`src/rtl/irq_collect_pkg.sv`:
```
package irq_collect_pkg;
  // Source indices; the bit position of each enable and clear follows this order.
  localparam int SRC_EXT  = 0;
  localparam int SRC_TMR1 = 1; // sample-rate timer
  localparam int SRC_TMR2 = 2; // tempo timer
  localparam int SRC_ASER = 3; // asynchronous serial interface
  localparam int SRC_SSER = 4; // synchronous serial interface

  localparam int DEF_NUM_SRC = 5;
  localparam int DEF_REG_W   = 16;
  localparam int DEF_CLR_LSB = 8;

  // Bits of the register that carry meaning for a given layout.
  function automatic logic [DEF_REG_W-1:0] used_mask(input int nsrc, input int clr_lsb);
    logic [DEF_REG_W-1:0] m;
    m = '0;
    for (int k = 0; k < nsrc; k++) begin
      m[k]         = 1'b1;
      m[clr_lsb+k] = 1'b1;
    end
    return m;
  endfunction
endpackage

```
`src/rtl/irq_en_reg.sv`:
```
module irq_en_reg #(
  parameter int NUM_SRC = 5
) (
  input  logic               clk,
  input  logic               rst,
  input  logic               wr_en,
  input  logic [NUM_SRC-1:0] en_wdata,
  output logic [NUM_SRC-1:0] ena,
  output logic [NUM_SRC-1:0] ena_nxt
);
  always_comb begin
    ena_nxt = wr_en ? en_wdata : ena;
  end

  always_ff @(posedge clk) begin
    if (rst) ena <= '0;
    else     ena <= ena_nxt;
  end
endmodule

```
`src/rtl/irq_pend_bank.sv`:
```
module irq_pend_bank #(
  parameter int NUM_SRC = 5
) (
  input  logic               clk,
  input  logic               rst,
  input  logic [NUM_SRC-1:0] evt,
  input  logic [NUM_SRC-1:0] clr,
  output logic [NUM_SRC-1:0] pend,
  output logic [NUM_SRC-1:0] pend_nxt
);
  for (genvar i = 0; i < NUM_SRC; i++) begin : g_lane
    // An arriving event takes precedence over a clear in the same cycle.
    always_comb begin
      if (evt[i])      pend_nxt[i] = 1'b1;
      else if (clr[i]) pend_nxt[i] = 1'b0;
      else             pend_nxt[i] = pend[i];
    end

    always_ff @(posedge clk) begin
      if (rst) pend[i] <= 1'b0;
      else     pend[i] <= pend_nxt[i];
    end
  end
endmodule

```
`src/rtl/irq_out_stage.sv`:
```
module irq_out_stage #(
  parameter int NUM_SRC = 5
) (
  input  logic               clk,
  input  logic               rst,
  input  logic [NUM_SRC-1:0] pend_nxt,
  input  logic [NUM_SRC-1:0] ena_nxt,
  output logic               irq
);
  logic [NUM_SRC-1:0] live;

  always_comb begin
    live = pend_nxt & ena_nxt;
  end

  always_ff @(posedge clk) begin
    if (rst) irq <= 1'b0;
    else     irq <= |live;
  end
endmodule

```
`src/rtl/irq_collect.sv`:
```
module irq_collect
  import irq_collect_pkg::*;
#(
  parameter int NUM_SRC = DEF_NUM_SRC,
  parameter int REG_W   = DEF_REG_W,
  parameter int CLR_LSB = DEF_CLR_LSB
) (
  input  logic             clk,
  input  logic             rst,
  input  logic             wr_en,
  input  logic [REG_W-1:0] wr_data,
  output logic [REG_W-1:0] rd_data,
  input  logic [NUM_SRC-1:0] evt_in,
  output logic             irq_out
);
  localparam int CLR_MSB = CLR_LSB + NUM_SRC - 1;

  logic [NUM_SRC-1:0] ena, ena_nxt;
  logic [NUM_SRC-1:0] pend, pend_nxt;
  logic [NUM_SRC-1:0] clr_req;
  logic [REG_W-1:0]   used_bits;
  logic               unused_wr_bits;

  always_comb begin
    clr_req = wr_en ? wr_data[CLR_MSB:CLR_LSB] : '0;
  end

  irq_en_reg #(.NUM_SRC(NUM_SRC)) u_en (
    .clk      (clk),
    .rst      (rst),
    .wr_en    (wr_en),
    .en_wdata (wr_data[NUM_SRC-1:0]),
    .ena      (ena),
    .ena_nxt  (ena_nxt)
  );

  irq_pend_bank #(.NUM_SRC(NUM_SRC)) u_pend (
    .clk      (clk),
    .rst      (rst),
    .evt      (evt_in),
    .clr      (clr_req),
    .pend     (pend),
    .pend_nxt (pend_nxt)
  );

  irq_out_stage #(.NUM_SRC(NUM_SRC)) u_out (
    .clk      (clk),
    .rst      (rst),
    .pend_nxt (pend_nxt),
    .ena_nxt  (ena_nxt),
    .irq      (irq_out)
  );

  // Read view built from flop outputs only; reserved bits tie to zero.
  for (genvar b = 0; b < REG_W; b++) begin : g_rd
    if (b < NUM_SRC) begin : g_en
      assign rd_data[b] = ena[b];
    end else if (b >= CLR_LSB && b <= CLR_MSB) begin : g_pd
      assign rd_data[b] = pend[b-CLR_LSB];
    end else begin : g_zero
      assign rd_data[b] = 1'b0;
    end
  end

  assign used_bits      = REG_W'(used_mask(NUM_SRC, CLR_LSB));
  assign unused_wr_bits = ^(wr_data & ~used_bits);
endmodule

```
`config.mk`:
```
export PLATFORM = sky130hd
export DESIGN_NAME = irq_collect
export DESIGN_NICKNAME = d
export VERILOG_FILES = /design/src/rtl/irq_collect_pkg.sv /design/src/rtl/irq_en_reg.sv /design/src/rtl/irq_pend_bank.sv /design/src/rtl/irq_out_stage.sv /design/src/rtl/irq_collect.sv
export SDC_FILE = /design/constraint.sdc
export NUM_CORES = 1
export LEC_CHECK = 0
export BUFFER_PORTS_ARGS = -buffer_cell sky130_fd_sc_hd__buf_2
export CAP_MARGIN = 15
export CORE_MARGIN = 2
export CORE_UTILIZATION = 34
export CTS_CLUSTER_SIZE = 30
export DETAILED_ROUTE_END_ITERATION = 6
export HOLD_SLACK_MARGIN = 0.12
export PLACE_DENSITY_LB_ADDON = 0.2
export SLEW_MARGIN = 20
export SYNTH_ARGS = -nofsm -noshare
export SYNTH_HDL_FRONTEND = slang
export SYNTH_SLANG_ARGS = --single-unit
```
`constraint.sdc`:
```
create_clock -name clk -period 1.1 [get_ports clk]
set_input_delay 0.055 -clock clk [delete_from_list [all_inputs] [get_ports clk]]
set_output_delay 0.055 -clock clk [all_outputs]
set_load 0.05 [all_outputs]
```
# Word level (Yosys, flattened, before mapping)
# Cells that the tools add are included.
[word_totals]
ff_bits = 11
inputBits = 24
output_inout_bits = 17
word_cells = 21
[classes]
n_mux = 12
bitwise = 1
n_reduce_logical = 1
[ops]
columns = ["op", "count"]
rows = [
  ["two-way mux 1 bit", 10],
  ["two-way mux 5 bit", 2],
  ["bitwise AND 5 bit", 1],
  ["OR reduction 5 bit", 1],
]

# Depth between registers and ports, before layout
[depth]
ltp_word = 5
mapped_depth = 5

# By module
# A second synthesis with hierarchy kept.
[unflattened]
cells_unflattened = 56
area_unflattened_um2 = 554.3
[by_module_without_submodules]
columns = ["module", "n_inst", "cells_each", "area_per_inst_um2", "seq_area_each_um2"]
rows = [
  ["irq_pend_bank", 1, 25, 231.5, 100.1],
  ["irq_en_reg", 1, 15, 200.2, 100.1],
  ["irq_collect", 1, 12, 80.1, 0.0],
  ["irq_out_stage", 1, 4, 42.5, 20.0],
]

# Worst setup path before layout
# OpenSTA, ideal clock, no wires.
[synth_path]
path_type = "register -> register"
start = "register u_en.ena[0]"
end = "register u_out.irq"
setup_ns = 0.125
t_arrival_ns = 1.168
slack_ns = -0.193
stages_incl_launch_ff = 5
path_buffers = 0
period_less_slack_ns = 1.293
cell_sequence = "dfxtp_1 -> nor2b_1 -> a31oi_1 -> o22ai_1 -> o41a_1"
[synth_between]
elab_chain_cells = 3
[synth_lines]
columns = ["element", "line_no", "text"]
rows = [
  ["start, declared", "irq_en_reg.sv:8", "output logic [NUM_SRC-1:0] ena,"],
  ["start signal, assigned", "irq_en_reg.sv:17", "else ena <= ena_nxt;"],
  ["two-way mux 5 bit", "irq_en_reg.sv:12", "ena_nxt = wr_en ? en_wdata : ena;"],
  ["bitwise AND 5 bit", "irq_out_stage.sv:13", "live = pend_nxt & ena_nxt;"],
  ["OR reduction 5 bit", "irq_out_stage.sv:18", "else irq <= |live;"],
  ["end signal, assigned", "irq_out_stage.sv:18", ""],
  ["end, declared", "irq_out_stage.sv:8", "output logic irq"],
]
# No other way between the ends.
# A chain may end at the register's enable or synchronous reset.

# Worst setup path after layout
# Same ends and word-level chain as after synthesis.

==> impl_results.md <==
- Main combinational cell family by area after synthesis: compound AO/OA/AOI/OAI gates
- Initial antenna violation count: 0
- Clk Tree Root Cell: clkbuf_4
- Area grow syn2layout: 62.0%
- Via Count: 615
- Synth Area in Adders: 0%
- Routed WL: 1360 um
- Failing checks: negative setup slack
- TNS Setup: -3.65 ps
- I/O pin cnt: 41
- Clk_lat worst skew: 260 ps
- Synth Cell Area: 551 um^2
- Critical Path AT: 1260 ps
- Final WS setup: -3.65 ps
- Fmax: 0.906 GHz
- Vias in the first global route: 594
- # setup viols final: 1
- Compound-gate portion of the synthesized area: 23.9%
- Nets: 142
- Post-Synth XOR/XNOR Area: 0%
- Post-CTS sizing: 0
- Standard-cell rows: 14
- Tmin final: 1100 ps
- Crit end category: register
- LEAKAGE: 0.444 nW
- R2R depth: 4
- Clock skew: 4.03 ps
- Syn Inst Count: 70
- Clk slew on worst S/H paths: 70 ps
- I/O Buffers: 28
- Synth Area per Inst: 7.86 um^2
- First-pass GRT wire length: 2240 um
- Synth cell types: 19
- Hpwl dp: 960 um
- Sequential element share of the synthesized area: 40.0%
- Final period util: 100%
- GRT Residual Overflow: 0
- Peak VDD IR: 785 uV
- Synth top area share: 40.0%
- Hold WC Path Type: in2reg
- Yosys top cell by area: dfxtp_1
- Slew Limit Fails: 0
- Crit-path max FO: 2
- WL/cell: 10.2 um
- CTS max path bufs: 2
- CP Launch Type: register
- Worst Hold Path Cells: 4
- Yosys reg bits: 11
- Multiplexer share of the synthesized area: 3.64%
- Run status: finished with violations
- Sink Count: 11
- Gp weighted congestion: 0.732
- Die Width: 44.2 um
- Reg2reg setup slack: -4 ps
- CTS HTree Levels: 1
- Commonest non-fill, non-tap cell in the layout: buf_2
- Largest net degree at the start of global routing: 13
- DR vias/cell: 4.62
- Worst path required time: 1250 ps
- RSZ-0062 raised after global routing: yes
- Initial core utilization: 36.5%
- Final hold violation count: 0
- TritonCTS clock tree: built
- DRC Markers: 0
- Synth area leaders: dfxtp_1 40%, a21oi_1 10%, buf_4 8.2%
- DRT iter0 DRCs: 9
- Ys Warns: 0
- Core area: 1510 um^2
- Die height: 44.2 um
- TritonCTS buffer count: 3
- Diode count: 0
- Highest-count cells in the layout ignoring fill and taps: 28 x buf_2, 15 x dlygate4sd3_1, 11 x a21oi_1, 11 x nor2_1, 8 x dfxtp_2
- WS Path Type: reg2reg
- GR Util All Layers: 15.7%
- Fraction of layout cells with a size suffix above 1: 40.2%
- Setup Buffers After CTS: 0
- Hold Worst Slack: 138 ps
- Pwr/cell area: 1190 nW/um^2
- Antenna Nets Post-Route: 0
- Simple-gate share of the synthesized area: 17.3%
- Post-place setup slack: -5.06 ps
- Die ar.: 1960 um^2
- Pre-antenna DRT Iters: 4
- Max Cap Viol: 0
registers in the layout, indices dropped and copies added (netlist names):
signal,count
u_pend.pend,5
u_out.irq,1
u_en.ena,5
worst max-delay path, stage by stage (launching register included):
cell and delay, ps:
dfxtp_4 340, nor2b_4 120, a31oi_1 150, o22ai_1 100, o41a_1 300
metal layers:
layer / vias up / GRT usage, % / wire (um)
met3: 2 / 3.27 / 97
met5: - / 0 / 0
met1: 273 / 16.6 / 569
met4: 0 / 10.9 / 17
met2: 22 / 27.6 / 678
li1: 318 / - / -
power by group:
part           total, mW  switching (mW)  leakage [nW]  internal (mW)
logic              0.347           0.224         0.334          0.123
clock network      0.270           0.130        0.0150          0.140
registers          0.444          0.0155        0.0944          0.428
total               1.06           0.369         0.444          0.692
synth_stat cells:
cell type,instances
buf_2,1
a31oi_1,1
conb_1,1
o21ai_0,2
o211ai_2,1
a21boi_2,1
mux2i_1,2
o41a_1,1
a21oi_1,11
o22ai_1,4
dfxtp_1,11
nand2_1,6
nor2b_1,2
buf_4,6
inv_1,4
clkbuf_1,1
nor2_1,11
nand2b_1,3
buf_6,1
logic make-up (layout without fill, tap and decap cells):
family | Yosys count | count (layout)
other | 1 | 6
AOI/OAI and AO/OA | 21 | 21
DFF | 11 | 11
and+or+nand+nor | 22 | 22
muxes | 2 | 2
buffers and inverters | 13 | 55
final timing paths:
kind | startpoint | to
worst max-delay path | u_en.ena[0] | u_out.irq
worst min-delay path | wr_data[10] | u_pend.pend[2]
worst max register to register | u_en.ena[0] | u_out.irq
worst min register to register | u_pend.pend[1] | u_pend.pend[1]
repair_timing:
action                     in CTS  in global routing
hold buffers                   15                  0
setup endpoints to repair       1                  1
hold endpoints to repair       10                  0
final cells by class:
cell class	count	area, um^2
fillers	149	614
repair buffers	47	320
multi-input cells	51	277
flip-flops and latches	11	234
clock buffers	4	26.3
well taps	16	20.0
inverters	4	15.0
metrics by stage:
stage	total power, mW	std cells	utilization (%)	cell area [um^2]
floorplan	0.690	75	-	591
global placement	0.754	114	47.5	716
detailed placement	0.759	114	47.5	716
CTS	1.07	133	59.2	892
global route	1.12	133	59.2	892
finish	1.06	133	59.2	892
No activity file was read; power rests on OpenSTA's default activity.
